==> src/rtl/branch_pc_unit.sv <==
module branch_pc_unit #(
  parameter int PC_W  = 16,
  parameter int OFS_W = 10,
  parameter int LEN_W = 2
) (
  input  logic [2:0]       cond,
  input  logic             is_jump,
  input  logic [OFS_W-1:0] offset,
  input  logic [PC_W-1:0]  pc,
  input  logic [LEN_W-1:0] len_words,
  input  logic             flag_c,
  input  logic             flag_z,
  input  logic             flag_n,
  input  logic             flag_v,
  output logic             take,
  output logic [PC_W-1:0]  next_pc,
  output logic [PC_W-1:0]  seq_pc
);
  localparam int SEXT_W = PC_W - OFS_W - 1;

  typedef enum logic [2:0] {
    JC_NE = 3'd0, JC_EQ = 3'd1, JC_NC = 3'd2, JC_CS = 3'd3,
    JC_MI = 3'd4, JC_GE = 3'd5, JC_LT = 3'd6, JC_AL = 3'd7
  } jcond_e;

  logic [PC_W-1:0]  pc_al;
  logic [LEN_W-1:0] len_eff;
  logic [PC_W-1:0]  ofs_bytes;
  logic [PC_W-1:0]  target;
  logic             cond_met;

  assign pc_al     = {pc[PC_W-1:1], 1'b0};
  assign len_eff   = (len_words == '0) ? LEN_W'(1) : len_words;
  assign seq_pc    = pc_al + PC_W'({len_eff, 1'b0});
  assign ofs_bytes = {{SEXT_W{offset[OFS_W-1]}}, offset, 1'b0};
  assign target    = pc_al + PC_W'(2) + ofs_bytes;

  always_comb begin
    case (jcond_e'(cond))
      JC_NE:   cond_met = ~flag_z;
      JC_EQ:   cond_met = flag_z;
      JC_NC:   cond_met = ~flag_c;
      JC_CS:   cond_met = flag_c;
      JC_MI:   cond_met = flag_n;
      JC_GE:   cond_met = ~(flag_n ^ flag_v);
      JC_LT:   cond_met = flag_n ^ flag_v;
      default: cond_met = 1'b1;
    endcase
  end

  assign take    = is_jump & cond_met;
  assign next_pc = take ? target : seq_pc;
endmodule

==> config.mk <==
export PLATFORM = sky130hd
export DESIGN_NAME = branch_pc_unit
export DESIGN_NICKNAME = d
export VERILOG_FILES = /design/src/rtl/branch_pc_unit.sv
export SDC_FILE = /design/constraint.sdc
export NUM_CORES = 1
export LEC_CHECK = 0
export BUFFER_PORTS_ARGS = -buffer_cell sky130_fd_sc_hd__buf_2
export CAP_MARGIN = 40
export CORE_MARGIN = 4
export CORE_UTILIZATION = 50
export DETAILED_ROUTE_END_ITERATION = 10
export GPL_TIMING_DRIVEN = 0
export PLACE_DENSITY_LB_ADDON = 0.15
export SLEW_MARGIN = 20
export SYNTH_ARGS = -nofsm -noshare
export SYNTH_HDL_FRONTEND = slang
export SYNTH_SLANG_ARGS = --single-unit
==> constraint.sdc <==
create_clock -name vclk -period 3.05
set_clock_uncertainty 0.15 [all_clocks]
set_input_delay 0.305 -clock vclk [all_inputs]
set_output_delay 0.305 -clock vclk [all_outputs]
set_load 0.01 [all_outputs]
==> summary.md <==
| Metric | Value |
|---|---|
| Status | complete, no violations |
| Mux share of post-synthesis cell area | 2.92% |
| Hold_buf cts | 0 |
| Clock power share | 0% |
| Count leader, synth | ha_1 |
| CP Data Required Time | 2.59 ns |
| Worst-path fanout max | 6 |
| GP Congestion | 0.856 |
| DRC | 0 |
| Rows | 19 |
| Setup total negative slack | 0 ns |
| Sequential area share after synthesis | 0% |
| Num sequential | 0 |
| Synth cell types | 46 |
| Period utilization | 95.1% |
| Part of the power in registers | 0% |
| Fin. max-slew vios | 0 |
| Max Cap Viol | 0 |
| Die height | 61.9 um |
| Setup crit end kind | primary output |
| Mapped Avg Cell Area | 7.20 um2 |
| Area leader, netlist | ha_1 |
| Final net count | 340 |
| Congestion Overflow GR | 0 |
| IO Pins | 69 |
| Layout cells sized above 1 | 29.9% |
| Critical path cell sequence | buf_2, ha_1, ha_1, a21o_1, and4_1, o21ai_0, or3b_2, a41oi_2, buf_2 |
| FF+latch area | 0 um2 |
| Routed wire length per instance | 12.8 um |
| Die Footprint | 3840 um2 |
| Net Sw Frac | 55.2% |
| Input/output buffers | 66 |
| Synth Area in Compound Gates | 26.7% |
| Crit path launch type | input port |
| Number of inserted diodes | 0 |
| RSZ-0062 raised after global routing | false |
| Min Hold Slack | 0.786 ns |
| Maximum vdd drop | 141 uV |
| Post-synth top cells | ha_1, nor2_1, nand2_1 |
| PwrDens | 217 nW/um2 |
| Number of global-route vias before repair | 1,432 |
| Hpwl dp | 3330 um |
| P_int | 0.181 mW |
| Largest family of logic cells by synthesized area | adder cells |
| First-pass GRT wire length | 5890 um |
| Combinational share of power | 100.0% |
| Initial antenna violation count | 0 |
| First DRT Iteration DRCs | 63 |
| Vias | 1,691 |
| Yosys top cell area share | 24.9% |
| Leakage | 0.994 nW |
| Synth area leaders | ha_1, xnor2_1, a21oi_1, nor2_1, nand2_1 |
| Hold Startpoint | pc[15] |
| P_sw | 0.222 mW |
| Hold Path Cell Cnt | 3 |
| Final wirelength | 3870 um |
| Initial Util | 52.8% |
| Fmax achieved | 345 MHz |
| Simple-Gate Fraction of Synth Area | 25.6% |
| Critical-path top delay cell | or3b_2 |
| GRT Resource Usage Total | 19.2% |
| Post-Synth Adder-Cell Area | 27.7% |
| Synthesized area | 1460 um2 |
| Vias per Instance | 5.60 |
| Dpl cells | 300 |
| Hold Crit Class | in2out |
| Post-Synthesis Cells | 202 |
| Die width | 61.9 um |
| Pin count of the biggest net entering global routing | 11 |
| CP Class | in2out |
| Largest stage delay, worst path | 0.50 ns |
| Fin. Hold Viols | 0 |
| Setup-failing EPs final | 0 |
| Post-route insts no fill | 302 |
| DR pass1 iterations | 4 |
| Core ar. | 2760 um2 |
| Hold Path End | seq_pc[15] |
| CLK BUF | 0 |
| XOR/XNOR Fraction of Synth Area | 10.8% |
| CP arrival | 2.45 ns |
| Routed Antenna Nets | 0 |
| Minimum clock period | 2.90 ns |
| Yosys warns | 0 |
| Area delta synth->final | 27.6% |
cells in the final DEF, fill, tap and decap left out, drive strengths merged, types with 2 or more instances in the layout:
| cell | netlist | routed |
|---|---|---|
| mux2 | 2 | 2 |
| o211a | 3 | 3 |
| a21oi | 14 | 14 |
| a31oi | 3 | 3 |
| nor2 | 17 | 17 |
| fa | 2 | 2 |
| nand2 | 16 | 16 |
| a2bb2oi | 2 | 2 |
| ha | 29 | 29 |
| or2 | 2 | 2 |
| and3 | 3 | 3 |
| o21ai | 9 | 9 |
| a211oi | 4 | 4 |
| nand3 | 9 | 9 |
| o31ai | 2 | 2 |
| nand4 | 4 | 4 |
| o211ai | 2 | 2 |
| a21o | 7 | 7 |
| inv | 13 | 13 |
| nor3 | 5 | 5 |
| mux2i | 2 | 2 |
| clkbuf | 4 | 4 |
| xor2 | 6 | 6 |
| conb | 1 | 2 |
| o21a | 6 | 6 |
| buf | 3 | 71 |
| nor3b | 2 | 2 |
| and4 | 4 | 4 |
| xnor2 | 12 | 12 |
worst max path at each step:
stage	startpoint	to	slack, ns	cells past startpoint
2_1_floorplan	offset[1]	next_pc[14]	0.40	8
3_3_place_gp	offset[1]	next_pc[14]	0.03	10
3_5_place_dp	pc[2]	next_pc[14]	0.04	10
4_1_cts	pc[2]	next_pc[14]	0.01	10
5_1_grt	pc[2]	next_pc[14]	0.01	10
6_report	pc[3]	next_pc[9]	0.15	9
through the flow:
stage	cell area (um2)	worst slack [ns]	utilization [%]	power, mW
after detailed placement	1830	0.0407	66.3	0.390
after global placement	1830	0.0348	66.3	0.386
final	1860	0.149	67.3	0.403
after global routing	1860	0.0137	67.3	0.454
after CTS	1830	0.0134	66.3	0.393
after floorplan	1460	0.402	-	0.264
area by class of cell:
cell class	count	area, um2
Tap cell	31	38.8
Inverter	14	52.6
Timing Repair Buffer	68	345
Multi-Input combinational cell	182	1390
Fill cell	278	901
Buffer	7	35.0
layer usage:
| metal | up-vias | GRT usage, % | wire length (um) |
|---|---|---|---|
| met5 | - | 0 | 0 |
| met4 | 0 | 0.909 | 7 |
| met1 | 761 | 26.5 | 1820 |
| met2 | 42 | 34.9 | 1820 |
| met3 | 2 | 0.207 | 215 |
| li1 | 886 | - | - |
critical path, delay by kind of cell:
| kind | cells | cell delay, ns |
|---|---|---|
| fa+ha+maj | 2 | 0.61 |
| simple gates | 2 | 0.78 |
| compound gates | 3 | 0.45 |
| buf+inv | 2 | 0.29 |
power by group through the flow:
stage	Combinational (mW)	Clock, mW	Sequential [mW]
2_1_floorplan	0.264	0	0
6_report	0.403	0	0
5_1_grt	0.454	0	0
4_1_cts	0.393	0	0
3_5_place_dp	0.390	0	0
3_3_place_gp	0.386	0	0
repair_timing:
item / in CTS / in global routing
hold endpoints to repair: 0 / 0
resized for setup: 0 / 4
endpoints found under the setup margin: 0 / 3
setup buffers: 0 / 2
logic make-up (layout without fill, tap and decap cells):
| logic type | after synthesis | in the layout |
|---|---|---|
| AND/OR/NAND/NOR | 70 | 70 |
| AO/OA/AOI/OAI | 57 | 57 |
| adder cells (fa/ha/maj) | 31 | 31 |
| buffers and inverters | 21 | 89 |
| XOR/XNOR | 18 | 18 |
| multiplexers | 4 | 4 |
| other | 1 | 2 |
(Power assumes the default switching activity.)
